$ cat src/rtl/mesi_rd_pkg.sv
package mesi_rd_pkg;

  typedef enum logic [1:0] {
    ST_I = 2'b00,
    ST_S = 2'b01,
    ST_E = 2'b10,
    ST_M = 2'b11
  } line_st_e;

  typedef enum logic [1:0] {
    CYC_NONE = 2'b00,
    CYC_RTHR = 2'b01,
    CYC_NCRD = 2'b10,
    CYC_FILL = 2'b11
  } bus_cyc_e;

  typedef struct packed {
    logic locked;
    logic nocache;
    logic wthru;
    logic is_data;
  } rd_attr_t;

  typedef struct packed {
    logic cacheable;
    logic rdonly;
    logic wthru;
    logic to_mod;
  } mem_attr_t;

  typedef struct packed {
    bus_cyc_e cyc;
    logic     ken;
    logic     wt;
    logic     from_arr;
    line_st_e st;
    logic     tro;
  } rd_dec_t;

endpackage

$ cat src/rtl/mesi_line_array.sv
module mesi_line_array
  import mesi_rd_pkg::*;
#(
  parameter int LINES = 16,
  parameter int IDX_W = (LINES > 1) ? $clog2(LINES) : 1
) (
  input  logic             clk,
  input  logic             rst_n,
  input  logic [IDX_W-1:0] look_idx,
  output line_st_e         look_st,
  output logic             look_tro,
  input  logic             wr_en,
  input  logic [IDX_W-1:0] wr_idx,
  input  line_st_e         wr_st,
  input  logic             wr_tro
);

  line_st_e st_q  [LINES];
  logic     tro_q [LINES];

  for (genvar g = 0; g < LINES; g++) begin : g_line
    logic sel;
    assign sel = wr_en && (wr_idx == IDX_W'(g));

    always_ff @(posedge clk or negedge rst_n) begin
      if (!rst_n) begin
        st_q[g]  <= ST_I;
        tro_q[g] <= 1'b0;
      end else if (sel) begin
        st_q[g]  <= wr_st;
        tro_q[g] <= wr_tro;
      end
    end

    // an invalid line never carries the read-only marker
    assert_inv_clears_tro_R1 : assert property (
      @(posedge clk) disable iff (!rst_n)
      (st_q[g] == ST_I) |-> !tro_q[g]);
  end

  assign look_st  = st_q[look_idx];
  assign look_tro = tro_q[look_idx];

endmodule

$ cat src/rtl/mesi_rd_policy.sv
module mesi_rd_policy
  import mesi_rd_pkg::*;
(
  input  line_st_e  cur_st,
  input  logic      cur_tro,
  input  rd_attr_t  req,
  input  mem_attr_t mem,
  output rd_dec_t   dec
);

  always_comb begin
    dec.cyc      = CYC_NONE;
    dec.ken      = 1'b1;
    dec.wt       = 1'b1;
    dec.from_arr = 1'b0;
    dec.st       = cur_st;
    dec.tro      = cur_tro;
    unique case (cur_st)
      ST_M: begin
        if (req.locked) begin
          dec.cyc      = CYC_RTHR;
          dec.ken      = 1'b0;
          dec.from_arr = 1'b1;
        end else begin
          dec.wt = 1'b0;
        end
      end
      ST_E: begin
        if (req.locked) begin
          dec.cyc = CYC_RTHR;
          dec.ken = 1'b0;
        end else begin
          dec.wt = 1'b0;
        end
      end
      ST_S: begin
        if (req.locked) begin
          dec.cyc = CYC_RTHR;
          dec.ken = 1'b0;
        end else if (cur_tro) begin
          dec.ken = !req.is_data;
        end
      end
      default: begin
        dec.tro = 1'b0;
        if (req.nocache || req.locked || !mem.cacheable) begin
          dec.cyc = CYC_NCRD;
          dec.ken = 1'b0;
          dec.st  = ST_I;
        end else begin
          dec.cyc = CYC_FILL;
          if (mem.rdonly) begin
            dec.st  = ST_S;
            dec.tro = 1'b1;
            dec.ken = !req.is_data;
          end else if (req.wthru || mem.wthru) begin
            dec.st = ST_S;
          end else if (mem.to_mod) begin
            dec.st = ST_M;
          end else begin
            dec.st = ST_E;
            dec.wt = 1'b0;
          end
        end
      end
    endcase
  end

endmodule

$ cat src/rtl/mesi_rd_seq.sv
module mesi_rd_seq
  import mesi_rd_pkg::*;
#(
  parameter int IDX_W = 4
) (
  input  logic             clk,
  input  logic             rst_n,
  input  logic             rd_req,
  input  logic [IDX_W-1:0] rd_line,
  input  rd_attr_t         rd_attr,
  input  logic             fill_done,
  input  line_st_e         cur_st,
  input  rd_dec_t          dec,
  output logic [IDX_W-1:0] look_idx,
  output rd_attr_t         pol_attr,
  output logic             wr_en,
  output logic             busy,
  output logic             res_vld,
  output rd_dec_t          res
);

  typedef enum logic {PH_IDLE = 1'b0, PH_WAIT = 1'b1} phase_e;

  phase_e           ph_q, ph_d;
  logic [IDX_W-1:0] cap_line_q, cap_line_d;
  rd_attr_t         cap_attr_q, cap_attr_d;
  rd_dec_t          res_q, res_d;
  logic             vld_q, vld_d;
  logic             hit_now, miss_now, done_now, commit;

  always_comb begin
    hit_now  = (ph_q == PH_IDLE) && rd_req && (cur_st != ST_I);
    miss_now = (ph_q == PH_IDLE) && rd_req && (cur_st == ST_I);
    done_now = (ph_q == PH_WAIT) && fill_done;
    commit   = hit_now || done_now;

    look_idx = (ph_q == PH_WAIT) ? cap_line_q : rd_line;
    pol_attr = (ph_q == PH_WAIT) ? cap_attr_q : rd_attr;

    ph_d = ph_q;
    if (miss_now)      ph_d = PH_WAIT;
    else if (done_now) ph_d = PH_IDLE;

    cap_line_d = miss_now ? rd_line : cap_line_q;
    cap_attr_d = miss_now ? rd_attr : cap_attr_q;
    res_d      = commit ? dec : res_q;
    vld_d      = commit;
  end

  always_ff @(posedge clk or negedge rst_n) begin
    if (!rst_n) begin
      ph_q       <= PH_IDLE;
      cap_line_q <= '0;
      cap_attr_q <= '0;
      res_q      <= '0;
      vld_q      <= 1'b0;
    end else begin
      ph_q       <= ph_d;
      cap_line_q <= cap_line_d;
      cap_attr_q <= cap_attr_d;
      res_q      <= res_d;
      vld_q      <= vld_d;
    end
  end

  assign wr_en   = commit;
  assign busy    = (ph_q == PH_WAIT);
  assign res_vld = vld_q;
  assign res     = res_q;

endmodule

$ cat src/rtl/mesi_read_ctrl.sv
module mesi_read_ctrl
  import mesi_rd_pkg::*;
#(
  parameter int LINES = 16,
  parameter int IDX_W = (LINES > 1) ? $clog2(LINES) : 1
) (
  input  logic             clk,
  input  logic             rst_n,
  input  logic             rd_req,
  input  logic [IDX_W-1:0] rd_line,
  input  logic             rd_locked,
  input  logic             rd_nocache,
  input  logic             rd_wthru,
  input  logic             rd_is_data,
  input  logic             fill_done,
  input  logic             mem_cacheable,
  input  logic             mem_rdonly,
  input  logic             mem_wthru,
  input  logic             mem_to_mod,
  output logic             busy,
  output logic             res_vld,
  output logic [1:0]       res_cyc,
  output logic             res_ken,
  output logic             res_wt,
  output logic             res_from_arr,
  output logic [1:0]       res_state,
  output logic             res_tro
);

  rd_attr_t         req_attr, pol_attr;
  mem_attr_t        mem_attr;
  rd_dec_t          dec, res;
  line_st_e         cur_st;
  logic             cur_tro;
  logic [IDX_W-1:0] look_idx;
  logic             wr_en;

  assign req_attr = '{locked: rd_locked, nocache: rd_nocache,
                      wthru: rd_wthru, is_data: rd_is_data};
  assign mem_attr = '{cacheable: mem_cacheable, rdonly: mem_rdonly,
                      wthru: mem_wthru, to_mod: mem_to_mod};

  mesi_line_array #(.LINES(LINES), .IDX_W(IDX_W)) u_array (
    .clk      (clk),
    .rst_n    (rst_n),
    .look_idx (look_idx),
    .look_st  (cur_st),
    .look_tro (cur_tro),
    .wr_en    (wr_en),
    .wr_idx   (look_idx),
    .wr_st    (dec.st),
    .wr_tro   (dec.tro)
  );

  mesi_rd_policy u_policy (
    .cur_st  (cur_st),
    .cur_tro (cur_tro),
    .req     (pol_attr),
    .mem     (mem_attr),
    .dec     (dec)
  );

  mesi_rd_seq #(.IDX_W(IDX_W)) u_seq (
    .clk       (clk),
    .rst_n     (rst_n),
    .rd_req    (rd_req),
    .rd_line   (rd_line),
    .rd_attr   (req_attr),
    .fill_done (fill_done),
    .cur_st    (cur_st),
    .dec       (dec),
    .look_idx  (look_idx),
    .pol_attr  (pol_attr),
    .wr_en     (wr_en),
    .busy      (busy),
    .res_vld   (res_vld),
    .res       (res)
  );

  assign res_cyc      = res.cyc;
  assign res_ken      = res.ken;
  assign res_wt       = res.wt;
  assign res_from_arr = res.from_arr;
  assign res_state    = res.st;
  assign res_tro      = res.tro;

  assert_no_result_while_busy_R6 : assert property (
    @(posedge clk) disable iff (!rst_n) busy |-> !res_vld);

  assert_wait_until_fill_R6 : assert property (
    @(posedge clk) disable iff (!rst_n) (busy && !fill_done) |=> busy);

  assert_rthr_blocks_l1_R3 : assert property (
    @(posedge clk) disable iff (!rst_n)
    (res_vld && res_cyc == CYC_RTHR) |-> (!res_ken && res_wt && res_state != ST_I));

  assert_noncache_stays_inv_R7 : assert property (
    @(posedge clk) disable iff (!rst_n)
    (res_vld && res_cyc == CYC_NCRD) |-> (res_state == ST_I && !res_ken));

  assert_fill_makes_valid_R8 : assert property (
    @(posedge clk) disable iff (!rst_n)
    (res_vld && res_cyc == CYC_FILL) |-> (res_state != ST_I));

  assert_marker_only_in_s_R5 : assert property (
    @(posedge clk) disable iff (!rst_n)
    (res_vld && res_tro) |-> (res_state == ST_S));

  assert_mfill_keeps_wt_R10 : assert property (
    @(posedge clk) disable iff (!rst_n)
    (res_vld && res_cyc == CYC_FILL && res_state == ST_M) |-> res_wt);

  assert_hit_has_no_bus_R4 : assert property (
    @(posedge clk) disable iff (!rst_n)
    (res_vld && res_cyc == CYC_NONE) |-> (res_state != ST_I && !res_from_arr));

endmodule

$ cat config.mk
export PLATFORM = sky130hd
export DESIGN_NAME = mesi_read_ctrl
export DESIGN_NICKNAME = d
export VERILOG_FILES = /design/src/rtl/mesi_rd_pkg.sv /design/src/rtl/mesi_line_array.sv /design/src/rtl/mesi_rd_policy.sv /design/src/rtl/mesi_rd_seq.sv /design/src/rtl/mesi_read_ctrl.sv
export SDC_FILE = /design/constraint.sdc
export NUM_CORES = 1
export LEC_CHECK = 0
export ABC_AREA = 1
export BUFFER_PORTS_ARGS = -buffer_cell sky130_fd_sc_hd__buf_4
export CAP_MARGIN = 20
export CORE_ASPECT_RATIO = 1.5
export CORE_MARGIN = 1.5
export CORE_UTILIZATION = 60
export DETAILED_ROUTE_END_ITERATION = 7
export PLACE_DENSITY = 0.9
export SYNTH_ARGS = -nofsm -noshare
export SYNTH_HDL_FRONTEND = slang
export SYNTH_SLANG_ARGS = --single-unit
$ cat constraint.sdc
create_clock -name clk -period 4.52 [get_ports clk]
set_input_delay 0.904 -clock clk [delete_from_list [all_inputs] [get_ports clk]]
set_output_delay 0.904 -clock clk [all_outputs]
set_load 0.01 [all_outputs]
# == Word level (Yosys, flattened, before mapping) ==
# Index checks and enable logic that the tools add are counted.
# totals
latch_bits,0
output_inout_bits,10
mem_bits_rw,0
wordCells,129
romBits,0
register_bits,66
in_bits,16
memories,0
# op_classes
order_cmp,1
n_div,0
n_addsub,0
muxes,31
n_shift,0
mul,0
reduce_logical,32
n_eq_ne,18
n_bitwise,2
# op_table
cell,count
$eq 4x4->1 const B,8
$logic_and 1x1->1,20
$mux 1,17
$eq 4x3->1 const B,4
$mux 2,7
$bmux 2 s4,1
$eq 4x2->1 const B,2
$mux 4,2
$pmux 3 s2,1
$ge 5x5->1 const B,1
$not 4->5,1
$bmux 1 s4,1
$eq 2x2->1 const B,2
$eq 4x1->1 const B,1
$logic_not 4->1,1
$logic_or 1x1->1,4
$reduce_bool 2->1,2
$mux 3,1
$reduce_or 3->1,1
$eq 2x1->1 const B,1
$logic_not 1->1,2
$logic_not 2->1,1
$pmux 1 s2,1
$reduce_or 2->1,1
$not 1->1,1

# == Logic depth before layout (Yosys ltp) ==
# Gate-level depths: netlist of run 1.
# logic_depth
depth_word,9
mapped_depth,20
mapped_depth_nobuf,16

# == Cells and area by module ==
# A second synthesis of run 1 with hierarchy kept.
# hier_totals
cells_unflattened,454
hier_area_um2,3394.5
# modules_own_cells
module,cells_each,area_per_inst_um2,seq_area_each_um2,instances
mesi_line_array,327,2387.3,1201.2,1
mesi_rd_seq,97,868.3,450.4,1
mesi_rd_policy,30,138.9,0.0,1

# == Worst setup path after synthesis of run 1 ==
# Ideal clock, no wire load.
# synth_timing
path_type,input-to-reg
from,in rd_line[1]
to,reg u_array.st_q[0] (netlist bit)
n_path_buf,3
required_ns,4.404
stages,16
setup_ns,0.116
path_slack_ns,2.032
arrival_time_ns,2.372
cell_sequence,inv_1 o21ai_4 inv_2 buf_4 nand2_1 nand2_1 nand2_1 nand2_2 nor2_8 nand2_4 nand2_1 nand2_1 buf_6 buf_2 nand3_1 nand2_1
# synth_between
elab_chain_cells,9
elab_cells_between_ends,15
cone_classes,4 x eq/ne; 5 x mux; 1 x bitwise; 5 x reduce/logical
# synth_rtl
item,line_no,text
start: declaration,mesi_read_ctrl.sv:10,"input logic [IDX_W-1:0] rd_line,"
$mux 4 (*),mesi_rd_seq.sv:37,look_idx = (ph_q == PH_WAIT) ? cap_line_q : rd_line;
branches (longest 8 deep; another with $not 4->5),--,
end signal: indexed assignment,mesi_line_array.sv:30,st_q[g] <= wr_st;
end: declaration,mesi_line_array.sv:18,line_st_e st_q [LINES];
# Every way passes the cells marked *. The select of a mux whose other input is x is not followed.
# A chain may end at the register's enable or synchronous reset.

# == Final worst setup path of run 1 ==
# layout_timing
from,"reg u_seq.ph_q, in the netlist u_seq.busy"
to,reg u_array.tro_q[6] (netlist bit)
# layout_between
elab_chain_cells,9
elab_cells_between_ends,25
cone_classes,4 x eq/ne; 10 x mux; 2 x bitwise; 9 x reduce/logical
# layout_rtl
item,line_no,text
start: declaration,mesi_rd_seq.sv:24,"phase_e ph_q, ph_d;"
start signal: assignment,mesi_rd_seq.sv:58,ph_q <= ph_d;
branches (longest 9 deep; another with $not 4->5),--,
end signal: indexed assignment,mesi_line_array.sv:31,tro_q[g] <= wr_tro;
end: declaration,mesi_line_array.sv:19,logic tro_q [LINES];
# Several ways; the timed one is not identified. The select of a mux whose other input is x is not followed.

==> summary.txt, run 1 <==
Status
  • Status: completed

Timing
  • Slew Limit Fails: 0
  • Layout Skew: 0.007655 ns
  • FMAX: between 300 and 400 MHz
  • Sum Neg Setup Slack: 0 ns
  • Worst relative slew slack: 0.4582
  • Min cycle time layout: 3.318 ns
  • Final hold vios: 0
  • Least-Margin Pin Slew: 0.8127 ns
  • Fin crit share: 0.7341
  • # setup viols final: 0
  • RSZ-0062 raised after global routing: false

Cells and area
  • Layout cells sized above 1: 0.1287
  • Antenna diodes: 0
  • Area growth from synthesis to layout: 8.548%
  • Nets: 555
  • Highest-count cells in the layout ignoring fill and taps: nand2_1, dfrtp_1, nand3_1, inv_1, nor2_1
  • Most common cell after layout, fill and taps aside: nand2_1

Global routing
  • GR Overflow Total: 0
  • First-pass GRT wire length: 14,590 um
  • GRT Total Usage: 0.2902
  • Largest net degree at the start of global routing: between 60 and 70
  • Number of global-route vias before repair: approximately 3,300
  • Initial antenna violation count: 0

Setup path
  • CP arrival: 3.55 ns
  • Largest stage delay on the critical path: a little under 0.8 ns
  • Max FO, Critical Path: 39
  • Most common cell on crit path: nand2_1
  • Worst Setup End Kind: register
  • Crit start category: register
  • Crit-path cells: nand2_2, nand2_4, nand2_1, nand2_1, nand2_1, nand2_1, nand2_1, nand2_2, nor2_8, nand2_4, nand2_1, nand2_2, buf_12, nand2_1, nand2_1, nand2_1
  • Required time at the worst-slack endpoint: 4.76 ns
  • Critical-path top delay cell: dfrtp_1
  • Setup CP Type: register to register

Placement
  • HPWL after DPL: 6056 um
  • Buffers on Ports: 25
  • Gp weighted congestion: between 0.9 and 1

Die
  • Die Height: 99.03 um
  • Die area: 6637 um^2
  • Die width: 67.02 um
  • Initial Util: 0.6283
  • Core area: 5871 um^2
  • Row cnt: 34
  • Ports: 26

Clocking
  • CTS max path bufs: 2
  • Clock transition time at the flip-flop clock pins of the worst setup and hold paths: 0.07 ns
  • CTS Hold Bufs: 0
  • Setup Fix Bufs, Post-CTS: 0
  • Clock root buffer: clkbuf_8
  • CTS tree: yes
  • Number of gates resized after CTS: 0
  • Clock Latency Late Sink: 0.35 ns
  • TritonCTS Sinks: 66
  • Cts bufs inserted: 9
  • Htree depth: 3

Yosys
  • EDFF count, synth: 0
  • Flops & latches, synth: 66
  • Top post-synthesis cells by area: dfrtp_1, nand2_1, nand3_1
  • Cell variety after synth: 22
  • Synth Instances: 522
  • Avg Cell Area, Syn: 7.066 um^2
  • Cell Area, Synth: 3689 um^2
  • Async S/R FF share, synth: 1.000
  • Dominant cell type by area after synthesis: dfrtp_1
  • Area fraction of the dominant cell type after synthesis: 0.4478
  • Yosys synthesis warning count: 0
  • Syn Nets: 538
  • Ys flop type: dfrtp_1
  • Seq/Total Area, Yosys: 0.4478

Power
  • Leak Pwr: between 2 and 2.5 nW
  • Max VDD drop: about 0.53 mV
  • PwrDens: 653.8 nW/um^2
  • Final Power: 2.618 mW

Route
  • Post-route DRC: 0
  • Routed Antenna Nets: 0
  • Routed len/inst: 13.79 um
  • Vias per cell: between 5 and 6
  • DRT Pass-1 Iters: 5
  • Via count: 3,314
  • Starting DRT DRC Count: 183
  • Post-Route WL: 8493 um

Flow run
  • Max_cap viols: 0

Worst hold path
  • Min-delay worst type: register to register
==> path summary, 6_finish.rpt <==
path / from / to / slack [ns] / cells after the start
setup / recovery: u_seq.busy$_DFFE_PN0P_ / u_array.tro_q[6]$_DFFE_PN0P_ / 1.20 / 16
hold / removal: u_array.tro_q[6]$_DFFE_PN0P_ / u_array.tro_q[6]$_DFFE_PN0P_ / 0.48 / 2
setup reg to reg: u_seq.busy$_DFFE_PN0P_ / u_array.tro_q[6]$_DFFE_PN0P_ / 1.20 / 16
hold reg to reg: u_array.tro_q[6]$_DFFE_PN0P_ / u_array.tro_q[6]$_DFFE_PN0P_ / 0.48 / 2
max in group asynchronous: rst_n / u_seq.res_vld$_DFF_PN0_ / 3.33 / 1
min in group asynchronous: rst_n / u_seq.cap_attr_q[3]$_DFFE_PN0P_ / 0.63 / 1
==> synth_stat cells, types with 2 or more instances <==
cell,n
buf_2,8
buf_4,5
buf_6,7
dfrtp_1,66
inv_1,28
inv_2,6
nand2_1,271
nand2_2,10
nand2_4,3
nand3_1,64
nand4_1,2
nor2_1,26
nor2_8,2
o21ai_0,8
o21ai_1,6
o21ai_2,2
o21ai_4,3
==> critical path: cells and delay by family (launching register included) <==
kind | cells | cell delay [ns]
flip-flops | 1 | 0.79
AND/OR/NAND/NOR | 15 | 2.12
buffers and inverters | 1 | 0.27
==> layer usage <==
metal,vias up,routed length (um),GRT usage
met2,99,4636,0.4966
met3,24,373,0.05936
met5,-,0,0
li1,1649,-,-
met4,0,262,0.1413
met1,1542,3221,0.3369
==> area by class of cell <==
class / instances / area, um^2
Fill cell: 489 / 1867
Multi-Input combinational cell: 401 / 1749
Sequential cell: 66 / 1652
Timing Repair Buffer: 26 / 207.7
Clock buffer: 11 / 141.4
Inverter: 35 / 133.9
Tap cell: 72 / 90.09
Clock inverter: 5 / 30.03
==> registers in the layout (all words and copies together), names as in the netlist <==
| signal | cells |
|---|---|
| u_array.st_q | 32 |
| u_array.tro_q | 16 |
| u_seq.busy | 1 |
| u_seq.cap_attr_q | 4 |
| u_seq.cap_line_q | 4 |
| u_seq.res | 8 |
| u_seq.res_vld | 1 |
==> power by group <==
group          internal, mW  switching, mW  total [mW]
combinational         0.362          0.883        1.25
clock                 0.211          0.228       0.439
sequential            0.784          0.149       0.934
==> cells by family (layout without fill, tap and decap cells) <==
family | count (synthesis) | in the layout | synth area share
flip-flops | 66 | 66 | 0.4478
buffers and inverters | 55 | 77 | 0.07870
AO/OA/AOI/OAI | 20 | 20 | 0.03833
multiplexers | 1 | 1 | 0.002714
AND/OR/NAND/NOR | 380 | 380 | 0.4325
==> metrics by stage <==
step                hold WS [ns]  cells  area, um^2    util  setup WS, ns
floorplan                 0.4367    522        3689       -         2.032
CTS                       0.4748    616        4004  0.6820         1.254
global route              0.5076    616        4004  0.6820        0.8458
detailed placement        0.4582    600        3832  0.6528         1.159
finish                    0.4762    616        4004  0.6820         1.202
global placement          0.4556    600        3832  0.6528         1.200
Power figures use the tool's default switching activity.
==> inputs of run 2 (changes only) <==
--- a/config.mk
+++ b/config.mk
@@ -5,14 +5,14 @@
 export SDC_FILE = /design/constraint.sdc
 export NUM_CORES = 1
 export LEC_CHECK = 0
-export ABC_AREA = 1
+export ABC_AREA = 0
 export BUFFER_PORTS_ARGS = -buffer_cell sky130_fd_sc_hd__buf_4
 export CAP_MARGIN = 20
 export CORE_ASPECT_RATIO = 1.5
 export CORE_MARGIN = 1.5
 export CORE_UTILIZATION = 60
 export DETAILED_ROUTE_END_ITERATION = 7
-export PLACE_DENSITY = 0.9
+export PLACE_DENSITY = 0.91
 export SYNTH_ARGS = -nofsm -noshare
 export SYNTH_HDL_FRONTEND = slang
 export SYNTH_SLANG_ARGS = --single-unit
==> constraint.sdc (replaced) <==
create_clock -name clk -period 3.29 [get_ports clk]
set_input_delay 0.658 -clock clk [delete_from_list [all_inputs] [get_ports clk]]
set_output_delay 0.658 -clock clk [all_outputs]
set_load 0.01 [all_outputs]
==> run 2 against run 1 <==
  * Clock power increased by 71%
  * Combinational power is 38% higher
  * Count of clock-buffer cells in the layout is 3 higher
  * Final area up 7.4%
  * Critical endpoint is now u_seq.cap_line_q[0]$_DFFE_PN0P_
==> summary.txt, run 2 <==
Status
  • Status: completed

Yosys
  • Ys flop type: dfrtp_1
  • Synth Area in Simple Gates: 0.08015 (-0.3523)
  • Async S/R FF share, synth: 1.000 (unchanged)
  • Largest family of logic cells by synthesized area: multiplexers
  • Top post-synthesis cells by area: dfrtp_1, mux2_2, mux4_2
  • Avg Cell Area, Syn: 12.94 um^2 (+83%)
  • EDFF count, synth: 0 (unchanged)
  • Dominant cell type by area after synthesis: dfrtp_1
  • List of most frequent post-synthesis cells: dfrtp_1, mux2_2, o21ai_0
  • Seq/Total Area, Yosys: 0.4853 (+0.03753)
  • Flops & latches, synth: 66 (unchanged)
  • XOR/XNOR share of the synthesized area: 0 (unchanged)
  • Synth Area in Compound Gates: 0.1221 (+0.08373)
  • Synth Instances: 263 (-50%)
  • Yosys synthesis warning count: 0 (unchanged)
  • Cell variety after synth: 44 (+100%)
  • Area fraction of the dominant cell type after synthesis: 0.4853 (+0.03753)
  • Adder-cell share of the synthesized area: 0 (unchanged)
  • Cell Area, Synth: 3403 um^2 (-7.7%)
  • Most frequent cell after synthesis: dfrtp_1
  • Syn Nets: 279 (-48%)
  • Mux contribution to synthesized area: 0.2842 (+0.2815)

Route
  • Post-route DRC: 0 (unchanged)
  • Routed len/inst: 25.84 um (+87%)
  • Post-Route WL: 10,620 um (+25%)
  • Via count: 2,905 (-12%)
  • Vias per cell: 7.068 (+31%)
  • Routed Antenna Nets: 0 (unchanged)
  • Starting DRT DRC Count: 500 (+170%)
  • DRT Pass-1 Iters: 5 (unchanged)

Die
  • Die width: 64.50 um (-3.8%)
  • Die area: 6143 um^2 (-7.4%)
  • Initial Util: 0.6244 (-0.003878)
  • Ports: 26 (unchanged)
  • Row cnt: 33 (-2.9%)
  • Die Height: 95.24 um (-3.8%)
  • Core area: 5450 um^2 (-7.2%)

Cells and area
  • Biggest register: u_array.st_q
  • Nets: 353 (-36%)
  • Filler cells: 265 (-46%)
  • Number of flip-flops in the largest register: 32 (unchanged)
  • Highest-count cells in the layout ignoring fill and taps: buf_4, dfrtp_1, mux2_2, a21oi_1
  • Post-route cell area: 4299 um^2 (+7.4%)
  • Area of the multi-input gates: 1685 um^2 (-3.6%)
  • Antenna diodes: 0 (unchanged)
  • Layout cells sized above 1: 0.4927 (+0.3640)
  • Most common cell after layout, fill and taps aside: buf_4
  • Area growth from synthesis to layout: 26.32%
  • Sequential standard cell area: 1653 um^2 (about the same)

Power
  • Switching power: 1.343 mW (+6.6%)
  • Register share of total power: 0.335 (-0.022)
  • PwrDens: 862.9 nW/um^2 (+32%)
  • Leak Pwr: 2.045 nW (-8.9%)
  • Switch share: 0.3621 (-0.1193)
  • Combinational Power Share: 0.463 (-0.013)
  • Clock network power share: 0.202 (+0.034)
  • Max VDD drop: 0.3762 mV (-30%)
  • P_int: 2.366 mW (+74%)

Clocking
  • Clock root buffer: clkbuf_8
  • CTS max path bufs: 2 (unchanged)
  • Clock Latency Late Sink: 0.35 ns (about the same)
  • Htree depth: 3 (unchanged)
  • Clock transition time at the flip-flop clock pins of the worst setup and hold paths: 0.07 ns (about the same)
  • TritonCTS Sinks: 66 (unchanged)
  • CTS tree: yes
  • Cts bufs inserted: 9 (unchanged)

Timing
  • Hold WS: 0.3983 ns (-0.07787 ns)
  • PnR worst setup slack: 0.02586 ns (-1.176 ns)
  • # setup viols final: 0 (unchanged)
  • Final hold vios: 0 (unchanged)
  • Fin crit share: 0.9921 (+0.2580)
  • Sum Neg Setup Slack: 0 ns (unchanged)
  • Min cycle time layout: 3.264 ns (-0.05410 ns)
  • Worst relative slew slack: 0.4542 (-0.004024)
  • FMAX: 306.4 MHz (+1.7%)
  • Slew Limit Fails: 0 (unchanged)
  • Least-Margin Pin Slew: 0.8187 ns (+0.006036 ns)
  • Layout Skew: 0.01355 ns (+0.005891 ns)

Global routing
  • Largest net degree at the start of global routing: 67 (unchanged)
  • Initial antenna violation count: 0 (unchanged)
  • Number of global-route vias before repair: 2,796 (-16%)
  • GRT Total Usage: 0.3370 (+0.04673)
  • First-pass GRT wire length: 14,880 um (+2.0%)
  • GR Overflow Total: 0 (unchanged)

Setup path
  • Required time at the worst-slack endpoint: 3.52 ns (-1.24 ns)
  • Crit start category: register
  • Setup CP Type: register to register
  • CP arrival: 3.49 ns (-0.06 ns)
  • Worst Setup End Kind: register
  • Max FO, Critical Path: 20 (-49%)

Placement
  • HPWL after DPL: 6540 um (+8.0%)
  • Placed cell area: 3976 um^2 (+3.8%)
  • Gp weighted congestion: 0.9353 (+2.0%)
  • Buffers on Ports: 25 (unchanged)
  • Pre-CTS setup slack: -0.3977 ns (-1.557 ns)

Flow run
  • Max_cap viols: 0 (unchanged)

Worst hold path
  • Min-delay worst type: primary input to async pin
run 2: changes by cell type in the layout (fill, tap and decap cells not counted), sizes merged, moves of 15 or more:
cell	previous run	this run
a21oi	1	16
buf	26	76
inv	35	5
mux2	0	62
nand2	284	10
nand3	64	3
nor2	28	8
run 2: worst max-delay path, cell delays in order (launching register included):
cell and delay, ns:
dfrtp_2 0.46, buf_4 0.16, buf_6 0.16, and3b_1 0.24, o21ai_0 0.28, a41oi_2 0.23, or4b_4 0.68, buf_6 0.18
buf_4 0.14, nor3_4 0.14, buf_12 0.17, mux2_4 0.31
run 2: final cells by class:
cell class / count / share of cell area
timing repair buffer: 76 / 0.1470
clock buffer: 14 / 0.04482
sequential: 66 / 0.3845
inverter: 5 / 0.004366
clock inverter: 1 / 0.006985
tap: 70 / 0.02037
multi-input combinational: 179 / 0.3920
run 2: logic make-up after synthesis:
kind of cell | count (synthesis)
mux | 75
flops | 66
compound gates | 59
simple gates | 45
buf+inv | 18
run 2: path summary, 6_finish.rpt:
check	cells after the start	startpoint	slack (ns)	end
max in group asynchronous	1	rst_n	2.30	u_seq.busy$_DFFE_PN0P_
setup / recovery	11	u_seq.busy$_DFFE_PN0P_	0.03	u_seq.cap_line_q[0]$_DFFE_PN0P_
hold / removal	1	rst_n	0.40	u_seq.res[5]$_DFFE_PN0P_
hold reg to reg	1	u_array.st_q[4]$_DFFE_PN0P_	0.48	u_array.st_q[4]$_DFFE_PN0P_
setup reg to reg	11	u_seq.busy$_DFFE_PN0P_	0.03	u_seq.cap_line_q[0]$_DFFE_PN0P_
min in group clk	1	u_array.st_q[4]$_DFFE_PN0P_	0.48	u_array.st_q[4]$_DFFE_PN0P_
run 2: power by group through the flow:
stage	sequential, mW	clock [mW]	combinational [mW]
after global placement	1.21	0	1.45
after global routing	1.26	0.797	1.78
final	1.24	0.751	1.72
after CTS	1.22	0.752	1.58
after floorplan	1.18	0	0.971
after detailed placement	1.23	0	1.53
run 2: routing by layer:
| metal | GRT usage | vias up | share of wire |
|---|---|---|---|
| met5 | 0 | - | 0 |
| met4 | 0.2340 | 0 | 0.075 |
| met3 | 0.08737 | 85 | 0.087 |
| met2 | 0.5729 | 242 | 0.49 |
| met1 | 0.3651 | 1431 | 0.34 |
| li1 | - | 1147 | - |
run 2: timing repair:
action | 4_1_cts | 5_1_grt
gates resized for setup | 0 | 15
endpoints found under the setup margin | 17 | 62
hold buffers | 0 | 0
pin swaps | 1 | 1
setup buffers | 1 | 5
run 2: per-stage QoR:
step	instances	total power [mW]	util
6_report	411	3.710	0.7888
5_1_grt	411	3.838	0.7888
4_1_cts	406	3.546	0.7741
3_5_place_dp	390	2.757	0.7296
3_3_place_gp	390	2.660	0.7296
2_1_floorplan	263	2.150	-
